## config.mk

```make
export PLATFORM = sky130hd
export DESIGN_NAME = irq_ctx_sequencer
export DESIGN_NICKNAME = d
export VERILOG_FILES = /design/src/rtl/irq_seq_pkg.sv /design/src/rtl/irq_addr_calc.sv /design/src/rtl/irq_bus_port.sv /design/src/rtl/irq_seq_ctrl.sv /design/src/rtl/irq_ctx_sequencer.sv
export SDC_FILE = /design/constraint.sdc
export NUM_CORES = 1
export LEC_CHECK = 0
export BUFFER_PORTS_ARGS = -buffer_cell sky130_fd_sc_hd__buf_4
export CELL_PAD_IN_SITES_DETAIL_PLACEMENT = 1
export CELL_PAD_IN_SITES_GLOBAL_PLACEMENT = 1
export CORE_MARGIN = 3
export CORE_UTILIZATION = 44
export CTS_CLUSTER_SIZE = 20
export DETAILED_ROUTE_END_ITERATION = 16
export PLACE_DENSITY = 0.86
export SYNTH_ARGS = -nofsm -noshare
export SYNTH_HDL_FRONTEND = slang
export SYNTH_SLANG_ARGS = --single-unit
```

## constraint.sdc

```tcl
create_clock -name clk -period 7.6 [get_ports clk]
set_input_delay 0.76 -clock clk [delete_from_list [all_inputs] [get_ports clk]]
set_output_delay 0.76 -clock clk [all_outputs]
set_load 0.01 [all_outputs]
```

## src/rtl/irq_seq_pkg.sv

```systemverilog
package irq_seq_pkg;
  typedef enum logic [1:0] {ST_IDLE, ST_ISSUE, ST_WAIT} seq_state_t;
  typedef enum logic {MODE_ENTRY = 1'b0, MODE_RETURN = 1'b1} seq_mode_t;

  // FLAGS bits cleared on entry
  localparam int IE_BIT   = 9;
  localparam int TRAP_BIT = 8;
  // number of words saved on the stack, and index of the last step per mode
  localparam int PUSHES      = 3;
  localparam int ENTRY_LAST  = 4;
  localparam int RETURN_LAST = 2;
endpackage

```

## src/rtl/irq_addr_calc.sv

```systemverilog
module irq_addr_calc
  import irq_seq_pkg::*;
#(
  parameter int AW        = 20,
  parameter int WW        = 16,
  parameter int TW        = 8,
  parameter int SEG_SHIFT = 4,
  parameter int STEP_W    = 3
) (
  input  seq_mode_t         mode_i,
  input  logic [STEP_W-1:0] step_i,
  input  logic [WW-1:0]     ss_i,
  input  logic [WW-1:0]     sp_i,
  input  logic [TW-1:0]     vtype_i,
  output logic [AW-1:0]     addr_o,
  output logic              we_o
);
  localparam int BYTES     = WW / 8;
  localparam int VEC_SHIFT = $clog2(2 * BYTES);
  localparam int SUM_W     = WW + SEG_SHIFT;
  localparam logic [STEP_W-1:0] LAST_E  = STEP_W'(ENTRY_LAST);
  localparam logic [STEP_W-1:0] NPUSH   = STEP_W'(PUSHES);

  logic [WW-1:0]    stk_off;
  logic [SUM_W-1:0] stk_sum;
  logic [AW-1:0]    vec_addr;
  logic             is_vec;

  always_comb begin
    // offset arithmetic stays inside 16 bits
    if (mode_i == MODE_ENTRY)
      stk_off = sp_i - (WW'(step_i) + WW'(1)) * WW'(BYTES);
    else
      stk_off = sp_i + WW'(step_i) * WW'(BYTES);
    stk_sum  = {ss_i, {SEG_SHIFT{1'b0}}} + SUM_W'(stk_off);
    vec_addr = AW'({vtype_i, {VEC_SHIFT{1'b0}}})
             + ((step_i == LAST_E) ? AW'(BYTES) : AW'(0));
    is_vec   = (mode_i == MODE_ENTRY) && (step_i >= NPUSH);
    we_o     = (mode_i == MODE_ENTRY) && (step_i < NPUSH);
    addr_o   = is_vec ? vec_addr : AW'(stk_sum);
  end
endmodule

```

## src/rtl/irq_bus_port.sv

```systemverilog
module irq_bus_port #(
  parameter int AW = 20,
  parameter int WW = 16
) (
  input  logic          clk,
  input  logic          rst,
  input  logic          go_i,
  input  logic          we_i,
  input  logic [AW-1:0] addr_i,
  input  logic [WW-1:0] wdata_i,
  output logic          mem_req_o,
  output logic          mem_we_o,
  output logic [AW-1:0] mem_addr_o,
  output logic [WW-1:0] mem_wdata_o,
  input  logic [WW-1:0] mem_rdata_i,
  input  logic          mem_ack_i,
  output logic          fin_o,
  output logic [WW-1:0] rdata_o
);
  always_ff @(posedge clk) begin
    if (rst) begin
      mem_req_o   <= 1'b0;
      mem_we_o    <= 1'b0;
      mem_addr_o  <= '0;
      mem_wdata_o <= '0;
      fin_o       <= 1'b0;
      rdata_o     <= '0;
    end else begin
      fin_o <= 1'b0;
      if (mem_req_o && mem_ack_i) begin
        mem_req_o <= 1'b0;
        fin_o     <= 1'b1;
        rdata_o   <= mem_rdata_i;
      end else if (go_i && !mem_req_o) begin
        mem_req_o   <= 1'b1;
        mem_we_o    <= we_i;
        mem_addr_o  <= addr_i;
        mem_wdata_o <= wdata_i;
      end
    end
  end

  // a pending request keeps its attributes until acknowledged
  p_req_hold_r7: assert property (@(posedge clk) disable iff (rst)
    (mem_req_o && !mem_ack_i) |=> (mem_req_o && $stable(mem_addr_o)
                                   && $stable(mem_we_o) && $stable(mem_wdata_o)));
  // an acknowledged request drops and completes once
  p_ack_drop_r7: assert property (@(posedge clk) disable iff (rst)
    (mem_req_o && mem_ack_i) |=> (!mem_req_o && fin_o));
endmodule

```

## src/rtl/irq_seq_ctrl.sv

```systemverilog
module irq_seq_ctrl
  import irq_seq_pkg::*;
#(
  parameter int WW     = 16,
  parameter int TW     = 8,
  parameter int STEP_W = 3
) (
  input  logic              clk,
  input  logic              rst,
  input  logic              start_i,
  input  logic              ret_i,
  input  logic [TW-1:0]     vtype_i,
  input  logic [WW-1:0]     flags_i,
  input  logic [WW-1:0]     cs_i,
  input  logic [WW-1:0]     ip_i,
  input  logic [WW-1:0]     sp_i,
  input  logic [WW-1:0]     ss_i,
  input  logic              fin_i,
  input  logic [WW-1:0]     rdata_i,
  output logic              go_o,
  output seq_mode_t         mode_o,
  output logic [STEP_W-1:0] step_o,
  output logic [WW-1:0]     ss_o,
  output logic [WW-1:0]     sp_o,
  output logic [TW-1:0]     vtype_o,
  output logic [WW-1:0]     wdata_o,
  output logic              busy_o,
  output logic              done_o,
  output logic [WW-1:0]     new_cs_o,
  output logic [WW-1:0]     new_ip_o,
  output logic [WW-1:0]     new_sp_o,
  output logic [WW-1:0]     new_flags_o
);
  localparam int BYTES = WW / 8;
  localparam logic [WW-1:0] SP_SPAN  = WW'(BYTES * PUSHES);
  localparam logic [WW-1:0] FLAG_CLR = ~((WW'(1) << IE_BIT) | (WW'(1) << TRAP_BIT));
  localparam logic [STEP_W-1:0] LAST_E = STEP_W'(ENTRY_LAST);
  localparam logic [STEP_W-1:0] LAST_R = STEP_W'(RETURN_LAST);
  localparam logic [STEP_W-1:0] VEC_IP = STEP_W'(PUSHES);

  seq_state_t        state_q;
  seq_mode_t         mode_q;
  logic [STEP_W-1:0] step_q;
  logic [WW-1:0]     flags_q, cs_q, ip_q, sp_q, ss_q;
  logic [TW-1:0]     vtype_q;
  logic [WW-1:0]     tmp_ip_q, tmp_cs_q;
  logic              last_step;

  assign go_o    = (state_q == ST_ISSUE);
  assign mode_o  = mode_q;
  assign step_o  = step_q;
  assign ss_o    = ss_q;
  assign sp_o    = sp_q;
  assign vtype_o = vtype_q;
  assign last_step = (mode_q == MODE_ENTRY) ? (step_q == LAST_E) : (step_q == LAST_R);

  always_comb begin
    unique case (step_q)
      STEP_W'(0): wdata_o = flags_q;
      STEP_W'(1): wdata_o = cs_q;
      default:    wdata_o = ip_q;
    endcase
  end

  always_ff @(posedge clk) begin
    if (rst) begin
      state_q     <= ST_IDLE;
      mode_q      <= MODE_ENTRY;
      step_q      <= '0;
      flags_q     <= '0;
      cs_q        <= '0;
      ip_q        <= '0;
      sp_q        <= '0;
      ss_q        <= '0;
      vtype_q     <= '0;
      tmp_ip_q    <= '0;
      tmp_cs_q    <= '0;
      busy_o      <= 1'b0;
      done_o      <= 1'b0;
      new_cs_o    <= '0;
      new_ip_o    <= '0;
      new_sp_o    <= '0;
      new_flags_o <= '0;
    end else begin
      done_o <= 1'b0;
      unique case (state_q)
        ST_IDLE: begin
          if (start_i || ret_i) begin
            mode_q  <= start_i ? MODE_ENTRY : MODE_RETURN;
            step_q  <= '0;
            flags_q <= flags_i;
            cs_q    <= cs_i;
            ip_q    <= ip_i;
            sp_q    <= sp_i;
            ss_q    <= ss_i;
            vtype_q <= vtype_i;
            busy_o  <= 1'b1;
            state_q <= ST_ISSUE;
          end
        end
        ST_ISSUE: state_q <= ST_WAIT;
        ST_WAIT: begin
          if (fin_i) begin
            if (mode_q == MODE_ENTRY) begin
              if (step_q == VEC_IP) tmp_ip_q <= rdata_i;
            end else begin
              if (step_q == STEP_W'(0)) tmp_ip_q <= rdata_i;
              if (step_q == STEP_W'(1)) tmp_cs_q <= rdata_i;
            end
            if (last_step) begin
              if (mode_q == MODE_ENTRY) begin
                new_ip_o    <= tmp_ip_q;
                new_cs_o    <= rdata_i;
                new_sp_o    <= sp_q - SP_SPAN;
                new_flags_o <= flags_q & FLAG_CLR;
              end else begin
                new_ip_o    <= tmp_ip_q;
                new_cs_o    <= tmp_cs_q;
                new_sp_o    <= sp_q + SP_SPAN;
                new_flags_o <= rdata_i;
              end
              done_o  <= 1'b1;
              busy_o  <= 1'b0;
              state_q <= ST_IDLE;
            end else begin
              step_q  <= step_q + STEP_W'(1);
              state_q <= ST_ISSUE;
            end
          end
        end
        default: state_q <= ST_IDLE;
      endcase
    end
  end

  // done is a single-cycle pulse
  p_done_pulse_r9: assert property (@(posedge clk) disable iff (rst)
    done_o |=> !done_o);
  // busy ends exactly when done is raised
  p_busy_done_r8: assert property (@(posedge clk) disable iff (rst)
    done_o |-> $fell(busy_o));
  // an idle strobe is accepted on the next edge
  p_start_busy_r8: assert property (@(posedge clk) disable iff (rst)
    ((start_i || ret_i) && !busy_o) |=> busy_o);
  // entry result never leaves interrupts or trap enabled
  p_entry_flags_r2: assert property (@(posedge clk) disable iff (rst)
    (done_o && mode_q == MODE_ENTRY) |-> (new_flags_o[IE_BIT] == 1'b0 && new_flags_o[TRAP_BIT] == 1'b0));
  // entry result lowers the stack by the saved span
  p_entry_sp_r4: assert property (@(posedge clk) disable iff (rst)
    (done_o && mode_q == MODE_ENTRY) |-> (new_sp_o + SP_SPAN == sp_q));
endmodule

```

## src/rtl/irq_ctx_sequencer.sv

```systemverilog
module irq_ctx_sequencer
  import irq_seq_pkg::*;
#(
  parameter int AW        = 20,
  parameter int WW        = 16,
  parameter int TW        = 8,
  parameter int SEG_SHIFT = 4
) (
  input  logic          clk,
  input  logic          rst,
  input  logic          start_i,
  input  logic          ret_i,
  input  logic [TW-1:0] vtype_i,
  input  logic [WW-1:0] flags_i,
  input  logic [WW-1:0] cs_i,
  input  logic [WW-1:0] ip_i,
  input  logic [WW-1:0] sp_i,
  input  logic [WW-1:0] ss_i,
  output logic          busy_o,
  output logic          done_o,
  output logic [WW-1:0] new_cs_o,
  output logic [WW-1:0] new_ip_o,
  output logic [WW-1:0] new_sp_o,
  output logic [WW-1:0] new_flags_o,
  output logic          mem_req_o,
  output logic          mem_we_o,
  output logic [AW-1:0] mem_addr_o,
  output logic [WW-1:0] mem_wdata_o,
  input  logic [WW-1:0] mem_rdata_i,
  input  logic          mem_ack_i
);
  localparam int STEP_W = $clog2(ENTRY_LAST + 1);
  localparam logic [AW-1:0] VEC_LIMIT = AW'((2 * WW / 8) << TW);

  logic              go_w, we_w, fin_w;
  seq_mode_t         mode_w;
  logic [STEP_W-1:0] step_w;
  logic [WW-1:0]     ss_w, sp_w, wdata_w, rdata_w;
  logic [TW-1:0]     vtype_w;
  logic [AW-1:0]     addr_w;

  irq_seq_ctrl #(.WW(WW), .TW(TW), .STEP_W(STEP_W)) u_ctrl (
    .clk(clk), .rst(rst), .start_i(start_i), .ret_i(ret_i),
    .vtype_i(vtype_i), .flags_i(flags_i), .cs_i(cs_i), .ip_i(ip_i),
    .sp_i(sp_i), .ss_i(ss_i), .fin_i(fin_w), .rdata_i(rdata_w),
    .go_o(go_w), .mode_o(mode_w), .step_o(step_w), .ss_o(ss_w),
    .sp_o(sp_w), .vtype_o(vtype_w), .wdata_o(wdata_w),
    .busy_o(busy_o), .done_o(done_o), .new_cs_o(new_cs_o),
    .new_ip_o(new_ip_o), .new_sp_o(new_sp_o), .new_flags_o(new_flags_o)
  );

  irq_addr_calc #(.AW(AW), .WW(WW), .TW(TW), .SEG_SHIFT(SEG_SHIFT), .STEP_W(STEP_W)) u_addr (
    .mode_i(mode_w), .step_i(step_w), .ss_i(ss_w), .sp_i(sp_w),
    .vtype_i(vtype_w), .addr_o(addr_w), .we_o(we_w)
  );

  irq_bus_port #(.AW(AW), .WW(WW)) u_port (
    .clk(clk), .rst(rst), .go_i(go_w), .we_i(we_w), .addr_i(addr_w),
    .wdata_i(wdata_w), .mem_req_o(mem_req_o), .mem_we_o(mem_we_o),
    .mem_addr_o(mem_addr_o), .mem_wdata_o(mem_wdata_o),
    .mem_rdata_i(mem_rdata_i), .mem_ack_i(mem_ack_i),
    .fin_o(fin_w), .rdata_o(rdata_w)
  );

  // no bus traffic while idle
  p_idle_quiet_r8: assert property (@(posedge clk) disable iff (rst)
    !busy_o |-> !mem_req_o);
  // entry reads stay inside the even-aligned vector window
  p_vec_window_r3: assert property (@(posedge clk) disable iff (rst)
    (mem_req_o && !mem_we_o && mode_w == MODE_ENTRY) |-> (mem_addr_o < VEC_LIMIT && mem_addr_o[0] == 1'b0));
endmodule

```

==> flow_summary.yaml, run 1 <==
detailed_routing:
  first_pass_iters: 6
  wl_met3_um: 1670
  ant_nets: 0
  routed_wl_um: 35100
  dr.max_layer_used: "met4"
  vias: 10200
  route.detailed.drc: 0
  drtIter0Drc: 505
  wl_per_cell_um: 19.1
  routed-wl-met2_um: 16400
  avgViaCountPerCell: 5.59
  met1_length_um: 15700
yosys:
  synthTopCellsByArea: "dfxtp_1 (45%), nand2_1 (10%), a21oi_1 (8.3%)"
  ys_ff_latch: 247
  synth.avg_cell_area_um2: 8.34
  syn_inst: 1317
  yosys_warnings: 0
  syn-cell-area_um2: 11000
  synth_edf_count: 0
  synth_top_area_frac: 0.450
  syn-num-nets: 1475
  synth.distinct_cells: 60
  ys_seq_area_frac: 0.450
  synth-main-ff-cell: "dfxtp_1"
  yosys.area.top_type: "dfxtp_1"
  async_flop_share: 0
layout:
  fin_nets: 1644
  post-route-util: 0.561
  final_cell_count_no_fill: 1831
  drive_gt1_frac: 0.188
  areaGrowthSynthToFinish_pct: 25.0
worst_setup_path:
  crit_family: "simple AND/OR/NAND/NOR gates"
  crit_top_cell: "ha_1"
  slowest_delay_ns: 0.51
  rr_worst_depth: 19
  rr_startpoint: "u_ctrl.step_o[0]"
  reg2reg_to: "u_port.mem_addr_o[19]"
  cp.depth: 19
  cp.required_ns: 8.07
  arrival_ns: 5.74
  crit_buf_inv: 0
  cp_slowest_cell: "or4b_4"
  crit_chain: "ha_1, ha_1, nor3b_1, ha_1, nor2b_1, ha_1, a21oi_1, o31ai_1, o221a_2, o311ai_1, mux2i_1, nor2_1, ha_1, and2_1, nand2_1, or3_4, and2_4, or4b_4, o211ai_2"
  rrSetupSlack_ns: 2.32
  cp-end-kind: "flop"
  worst-setup-path-type: "reg -> reg"
  start_kind: "flop"
  path_max_fanout: 7
placed_design:
  dpl.cell_count: 1782
  routabilityCongestion: 0.859
  place_hpwl_um: 24000
  pre_cts_ws_ns: 2.42
  numPortBuffers: 212
global_route:
  antenna_found_initial: 1
  grt_max_degree: 94
  grt.total_usage: 0.253
  gr-total-overflow: 0
  grt_pass1_wl_um: 54900
  grt_pass1_vias: 10400
timing:
  slew_headroom: 0.158
  finalHoldViolCount: 0
  setup_tns_ns: 0
  fin_ws_ns: 2.32
  clock_skew_ns: 0.00898
  hold_slack_ns: 0.427
  slew_violations: 0
  rsz0062_at_grt: "no"
  fmax_mhz: 190
  fin_crit_sh: 0.694
  setup_viol: 0
  post-route-min-period_ns: 5.28
  tightest_slew_ns: 1.26
power_and_ir_drop:
  p_leak_nw: 5.63
  ir_drop_mv: 0.204
  p_per_area_nw_per_um2: 269
die:
  die_y_um: 164
  core_region_area_um2: 24500
  die_w_um: 164
  initial_core_util: 0.449
  ios: 213
  die-area_um2: 26900
  rows: 57
run_status:
  outcome: "completed"
clock_tree:
  clk_latency_ns: 0.54
  post_cts_resized: 0
  htreeDepth: 1
  cts_hold_buf: 0
  clockBufferDepth: 3
  cts_setup_buffers: 0
  root_buffer: "clkbuf_16"
  cts_buffers: 26
  clkSinkCount: 247
  cts_tree: "yes"
  clk_pin_slew_ns: 0.06
run:
  drv_cap: 0
hold_path:
  hold_path.class: "in -> reg"
  hp-start: "mem_rdata_i[15]"
  holdPathStages: 2
  whs_endpoint: "u_port.rdata_o[15]"
## cell families after synthesis
family                   Yosys count  share of synthesized area
AO/OA/AOI/OAI                    376                      0.211
XOR/XNOR                          34                     0.0271
adder cells (fa/ha/maj)           49                     0.0579
buffers and inverters             99                     0.0350
flip-flops                       247                      0.450
multiplexers                      52                     0.0474
AND/OR/NAND/NOR                  460                      0.171
## sequential cells by signal, summed over array words and instances (netlist names), 2 cells and up
| register | count |
|---|---|
| u_port.mem_addr_o | 20 |
| u_ctrl.cs_q | 16 |
| u_ctrl.flags_q | 16 |
| u_ctrl.ip_q | 16 |
| u_ctrl.new_cs_o | 16 |
| u_ctrl.new_flags_o | 16 |
| u_ctrl.new_ip_o | 16 |
| u_ctrl.new_sp_o | 16 |
| u_ctrl.sp_o | 16 |
| u_ctrl.ss_o | 16 |
| u_ctrl.tmp_cs_q | 16 |
| u_ctrl.tmp_ip_q | 16 |
| u_port.mem_wdata_o | 16 |
| u_port.rdata_o | 16 |
| u_ctrl.vtype_o | 8 |
| u_ctrl.step_o | 3 |
| u_ctrl.state_q | 2 |
## synthesized netlist by cell type, types with 16 or more instances
| cell type | count |
|---|---|
| a211oi_1 | 43 |
| a21oi_1 | 183 |
| a221oi_1 | 16 |
| a22o_1 | 24 |
| clkbuf_1 | 66 |
| dfxtp_1 | 247 |
| ha_1 | 46 |
| mux2i_1 | 52 |
| nand2_1 | 306 |
| nand3_1 | 19 |
| nor2_1 | 91 |
| o21ai_0 | 40 |
| xnor2_1 | 22 |
## report_power, final
group,internal (mW),switching (mW),total [mW]
clock,0.851,0.530,1.38
sequential,1.37,0.0682,1.44
combinational,0.360,0.513,0.873
total,2.58,1.11,3.69
## layout make-up
type | count | area [um2]
well taps | 324 | 405
clock inverters | 10 | 161
fillers | 2932 | 10700
inverters | 16 | 60.1
diodes | 1 | 2.50
flip-flops and latches | 247 | 4950
multi-input cells | 971 | 5690
repair buffers | 224 | 1690
clock buffers | 38 | 786
## layout by cell type (no fill, tap or decap), types with 12 or more instances in the layout
cell type	netlist	routed
ha_1	46	46
mux2i_1	52	52
a211oi_1	43	43
nor2_1	91	91
nand3_1	19	19
a21oi_1	183	183
nand2_1	306	306
o21ai_0	40	40
a221oi_1	16	16
clkbuf_16	0	26
dfxtp_1	247	246
inv_1	14	14
xor2_1	12	12
a22o_1	24	24
xnor2_1	22	22
buf_4	1	223
## worst max path at each step
stage / from / to
4_1_cts: u_ctrl.step_o[0] / u_port.mem_addr_o[19]
5_1_grt: u_ctrl.step_o[0] / u_port.mem_addr_o[19]
2_1_floorplan: u_ctrl.step_o[0] / u_port.mem_addr_o[19]
3_3_place_gp: u_ctrl.step_o[0] / u_port.mem_addr_o[19]
3_5_place_dp: u_ctrl.step_o[0] / u_port.mem_addr_o[19]
6_report: u_ctrl.step_o[0] / u_port.mem_addr_o[19]
## metrics by stage
| step | cell area (um2) | power, mW |
|---|---|---|
| final | 13700 | 3.69 |
| after global routing | 13700 | 3.89 |
| after CTS | 13700 | 3.72 |
| after detailed placement | 12800 | 2.32 |
| after global placement | 12800 | 2.29 |
| after floorplan | 11000 | 2.04 |
## routing by layer
metal,GRT usage,vias up
li1,-,4930
met2,0.418,265
met1,0.339,4971
met5,0,-
met3,0.0373,73
met4,0.0865,0
(Power assumes the default switching activity.)
==> inputs of run 2 (changes only) <==
Settings changed: ABC_AREA from default to 1, CORE_UTILIZATION 44 to 36, PLACE_DENSITY 0.86 to 0.77.
Clock period 7.6 ns to 4.7 ns, I/O delays scaled along.
==> run 2 against run 1 <==
Compared with the run above: clock-buffer cell count grew 2; fmax rose by 30%; die area is 25% higher; sequential power rose by 67%; highest routed layer unchanged; area after synthesis rose by 3.4%; clock skew up 0.014 ns; largest power group unchanged; critical path type unchanged; routed wire length grew 5.8%.
==> flow_summary.yaml, run 2 <==
worst_setup_path:
  cp.required_ns: 5.17
  rr_startpoint: "u_ctrl.step_o[0]"
  start_kind: "flop"
  rrSetupSlack_ns: 0.63
  crit_top_cell: "nand2_1"
  path_max_fanout: 6
  rr_worst_depth: 26
  crit_buf_inv: 4
  cp_slowest_cell: "dfxtp_1"
  crit_family: "adder cells"
  arrival_ns: 4.54
  worst-setup-path-type: "reg -> reg"
  reg2reg_to: "u_port.mem_addr_o[17]"
  slowest_delay_ns: 0.45
  cp-end-kind: "flop"
global_route:
  gr-total-overflow: 0
  grt_pass1_wl_um: 59000
  grt_pass1_vias: 11200
  grt_max_degree: 101
  antenna_found_initial: 1
  grt.total_usage: 0.215
yosys:
  ys_ff_latch: 247
  synthXorXnorAreaFrac: 0.0193
  syn-num-nets: 1712
  synth_mux_area_frac: 0
  synth-main-ff-cell: "dfxtp_1"
  syn_inst: 1554
  yosysMostFrequentCell: "nand2_1"
  synthTopCellsByArea: "dfxtp_1 (44%), nand2_1 (9.8%), nor2_1 (7.9%)"
  synth_edf_count: 0
  synthTopCellsByCount: "nand2_1 (297), dfxtp_1 (247), nor2_1 (239), o21ai_0 (179), a21oi_1 (118)"
  synth.distinct_cells: 41
  yosys.area.top_type: "dfxtp_1"
  yosys.area_share.simple: 0.216
  syn-cell-area_um2: 11400
  ys_seq_area_frac: 0.435
  yosys_warnings: 0
  synth_adder_area_share: 0.0560
  synth_compound_area_frac: 0.198
  async_flop_share: 0
  synth_top_area_frac: 0.435
  synth.avg_cell_area_um2: 7.31
  synth_top_family_by_area: "simple AND/OR/NAND/NOR gates"
layout:
  postLayoutCellArea_um2: 14100
  num-fill-cells: 3874
  drive_gt1_frac: 0.167
  areaGrowthSynthToFinish_pct: 23.9
  top_register: "u_port.mem_addr_o"
  final_common_cell: "nand2_1"
  final_cell_count_no_fill: 2141
  layout_common_cells: "nand2_1 (297), dfxtp_1 (247), nor2_1 (239)"
  fin_nets: 1882
  largest_reg_flops: 20
die:
  die-area_um2: 33700
  core_region_area_um2: 30800
  die_w_um: 184
  ios: 213
  die_y_um: 184
  initial_core_util: 0.368
  rows: 64
placed_design:
  pre_cts_ws_ns: 0.676
  dpl.cell_count: 2091
  numPortBuffers: 212
  routabilityCongestion: 0.835
  place_hpwl_um: 27000
  dpl_cell_area_um2: 13100
detailed_routing:
  drtIter0Drc: 491
  first_pass_iters: 5
  met1_length_um: 16300
  route.detailed.drc: 0
  wl_per_cell_um: 17.3
  ant_nets: 0
  dr.max_layer_used: "met4"
  vias: 11000
  routed_wl_um: 37100
  wl_met3_um: 2460
  avgViaCountPerCell: 5.13
  routed-wl-met2_um: 17200
power_and_ir_drop:
  p_clk_frac: 0.337
  p_comb_frac: 0.299
  p_per_area_nw_per_um2: 470
  p_int_mw: 4.33
  swShare: 0.346
  p_sw_mw: 2.29
  p_leak_nw: 6.44
  ir_drop_mv: 0.259
  total_power_mw: 6.62
  p_seq_frac: 0.364
clock_tree:
  root_buffer: "clkbuf_16"
  cts_buffers: 27
  post_cts_resized: 0
  htreeDepth: 1
  cts_hold_buf: 0
  clk_latency_ns: 0.56
  clockBufferDepth: 3
  cts_tree: "yes"
  cts_setup_buffers: 0
  clk_pin_slew_ns: 0.06
  clkSinkCount: 247
run:
  drv_cap: 0
hold_path:
  whs_endpoint: "u_ctrl.mode_o"
  holdPathStages: 2
  hold_path.class: "in -> reg"
  hp-start: "start_i"
timing:
  finalHoldViolCount: 0
  setup_viol: 0
  tightest_slew_ns: 0.903
  fin_ws_ns: 0.631
  clock_skew_ns: 0.0227
  rsz0062_at_grt: "no"
  setup_tns_ns: 0
  fin_crit_sh: 0.866
  fmax_mhz: 246
  post-route-min-period_ns: 4.07
  slew_violations: 0
  slew_headroom: 0.398
run_status:
  outcome: "completed"
## run 2: cell count changes after synthesis, sizes merged, moves of 24 or more
cell	previous run	this run
nand3	19	49
a22o	24	0
clkbuf	66	40
o21ai	47	231
buf	17	41
a21oi	183	118
a211oi	43	3
inv	16	119
nor2	92	242
a31oi	7	36
mux2i	52	0
## run 2: final cells by class
type / count / area [um2] / area share
sequential: 247 / 4940 / 0.351
clock inverter: 9 / 139 / 0.00987
multi-input combinational: 1106 / 5560 / 0.395
timing repair buffer: 222 / 1670 / 0.118
clock buffer: 40 / 805 / 0.0572
inverter: 120 / 460 / 0.0327
antenna: 1 / 2.50 / 0.000178
tap: 396 / 495 / 0.0352
## run 2: cells by family (layout without fill, tap and decap cells)
logic type | after synthesis | after routing
AO/OA/AOI/OAI | 418 | 418
AND/OR/NAND/NOR | 614 | 614
adder cells (fa/ha/maj) | 49 | 49
XOR/XNOR | 25 | 25
buffers and inverters | 201 | 391
other | 0 | 1
flip-flops | 247 | 247
## run 2: layer usage
| layer | global-route usage | vias to the layer above |
|---|---|---|
| li1 | - | 5475 |
| met1 | 0.279 | 5182 |
| met2 | 0.363 | 268 |
| met3 | 0.0459 | 59 |
| met4 | 0.0606 | 0 |
| met5 | 0 | - |
## run 2: worst max path at each step
stage                                 from                     to  cells past startpoint
after global placement    u_ctrl.step_o[0]  u_port.mem_addr_o[19]                     27
after floorplan           u_ctrl.step_o[0]  u_port.mem_addr_o[19]                     27
after CTS                 u_ctrl.step_o[0]  u_port.mem_addr_o[19]                     28
final                     u_ctrl.step_o[0]  u_port.mem_addr_o[17]                     26
after global routing      u_ctrl.step_o[0]  u_port.mem_addr_o[19]                     28
after detailed placement  u_ctrl.step_o[0]  u_port.mem_addr_o[19]                     28
## run 2: stage by stage
step,hold WS [ns],utilization
finish,0.113,0.457
global route,0.110,0.457
CTS,0.0849,0.456
detailed placement,0.458,0.426
global placement,0.452,0.426
floorplan,0.440,-
## run 2: power by group through the flow
stage / clock [mW] / sequential [mW] / combinational (mW)
after floorplan: 0 / 2.42 / 1.37
after global placement: 0 / 2.44 / 1.93
after detailed placement: 0 / 2.45 / 1.98
after CTS: 2.28 / 2.41 / 2.00
after global routing: 2.38 / 2.42 / 2.27
final: 2.23 / 2.41 / 1.98
==> inputs of run 3 (changes only) <==
Settings changed: MAX_ROUTING_LAYER from default to met4.
==> run 3 against run 2 <==
Compared with the run above: via count about the same; clock skew decreased by 0.011 ns; critical path type unchanged; power decreased by 0.27%; die area unchanged; sequential cell count unchanged; sequential power about the same; non-clock buffer count unchanged; cell count about the same.
==> flow_summary.yaml, run 3 (synthesis gave the netlist of run 2 again) <==
run_status:
  outcome: "completed"
die:
  core_region_area_um2: 30800
  die-area_um2: 33700
  ios: 213
  die_y_um: 184
  rows: 64
  die_w_um: 184
  initial_core_util: 0.368
layout:
  layout_common_cells: "nand2_1 (297), dfxtp_1 (247), nor2_1 (239)"
  postLayoutCellArea_um2: 14100
  post-route-util: 0.456
  final_common_cell: "nand2_1"
  final_cell_count_no_fill: 2142
  num-fill-cells: 3898
  top_register: "u_port.mem_addr_o"
  largest_reg_flops: 20
  areaGrowthSynthToFinish_pct: 23.9
  fin_nets: 1882
  drive_gt1_frac: 0.170
clock_tree:
  clkSinkCount: 247
  cts_buffers: 27
  cts_setup_buffers: 0
  clk_latency_ns: 0.55
  clk_pin_slew_ns: 0.06
  cts_hold_buf: 0
  post_cts_resized: 0
  root_buffer: "clkbuf_16"
  clockBufferDepth: 3
  cts_tree: "yes"
  htreeDepth: 1
detailed_routing:
  routed_wl_um: 37500
  first_pass_iters: 5
  ant_nets: 0
  route.detailed.drc: 0
  vias: 11000
  wl_per_cell_um: 17.5
  avgViaCountPerCell: 5.13
  drtIter0Drc: 530
worst_setup_path:
  path_max_fanout: 6
  worst-setup-path-type: "reg -> reg"
  arrival_ns: 4.57
  cp-end-kind: "flop"
  start_kind: "flop"
  cp.required_ns: 5.18
timing:
  slew_violations: 0
  post-route-min-period_ns: 4.09
  setup_tns_ns: 0
  tightest_slew_ns: 0.887
  fin_crit_sh: 0.871
  fin_ws_ns: 0.605
  rsz0062_at_grt: "no"
  setup_viol: 0
  clock_skew_ns: 0.0121
  fmax_mhz: 244
  slew_headroom: 0.409
  finalHoldViolCount: 0
  hold_slack_ns: 0.125
placed_design:
  dpl_cell_area_um2: 13100
  dpl.cell_count: 2091
  numPortBuffers: 212
  routabilityCongestion: 0.845
  pre_cts_ws_ns: 0.708
  place_hpwl_um: 27100
global_route:
  grt_pass1_vias: 11300
  grt.total_usage: 0.227
  grt_pass1_wl_um: 60600
  grt_max_degree: 101
  gr-total-overflow: 0
  antenna_found_initial: 1
run:
  drv_cap: 0
power_and_ir_drop:
  p_per_area_nw_per_um2: 469
  ir_drop_mv: 0.326
  total_power_mw: 6.60
  p_leak_nw: 6.45
hold_path:
  hold_path.class: "in -> reg"
==> run 3: cell types whose count changed in the layout (fill, tap and decap cells not counted), sizes merged <==
cell / previous run / this run
clkinv: 5 / 11
clkbuf: 40 / 35
==> run 3: layout make-up <==
cell class                      instances  area (um2)  area share
Sequential cell                       247        4940       0.351
Clock inverter                         15         173      0.0123
Clock buffer                           35         766      0.0544
Antenna cell                            1        2.50    0.000178
Timing Repair Buffer                  222        1670       0.118
Inverter                              120         460      0.0327
Multi-Input combinational cell       1106        5560       0.395
Tap cell                              396         495      0.0352
==> run 3: final timing paths <==
check	slack [ns]	cells after the start	start	endpoint
worst max-delay path	0.61	26	u_ctrl.step_o[0]	u_port.mem_addr_o[17]
worst min-delay path	0.12	2	start_i	u_ctrl.mode_o
worst max register to register	0.61	26	u_ctrl.step_o[0]	u_port.mem_addr_o[17]
worst min register to register	0.47	2	u_ctrl.ip_q[15]	u_port.mem_wdata_o[15]
==> run 3: where the power goes <==
group	leakage (nW)	switching [mW]	internal [mW]
logic	3.95	1.26	0.717
clock network	0.474	0.903	1.32
registers	2.02	0.139	2.26
==> run 3: worst max-delay path, cell delays in order, from the launching register on <==
cell	delay, ns
dfxtp_1	0.44
inv_1	0.16
ha_1	0.35
nor2_1	0.12
inv_1	0.06
nor2_1	0.16
ha_1	0.26
inv_1	0.05
nor2_1	0.03
ha_1	0.36
nand3_1	0.09
nand2_1	0.14
nand2_1	0.07
nand2_1	0.07
o21ai_0	0.13
o21bai_1	0.18
xor2_1	0.25
ha_1	0.31
nand2_1	0.07
inv_1	0.06
nand2_1	0.06
nand2_1	0.06
a21oi_1	0.19
nand2_1	0.09
nand2_1	0.06
nand3_1	0.06
a21oi_1	0.12
==> run 3: metal layers <==
layer | GRT usage | share of wire | vias to the layer above | wire length, um
li1 | - | - | 5473 | -
met1 | 0.288 | 0.44 | 5234 | 16600
met2 | 0.376 | 0.47 | 236 | 17800
met3 | 0.0453 | 0.064 | 49 | 2400
met4 | 0.0533 | 0.022 | 0 | 830
met5 | - | 0 | - | 0
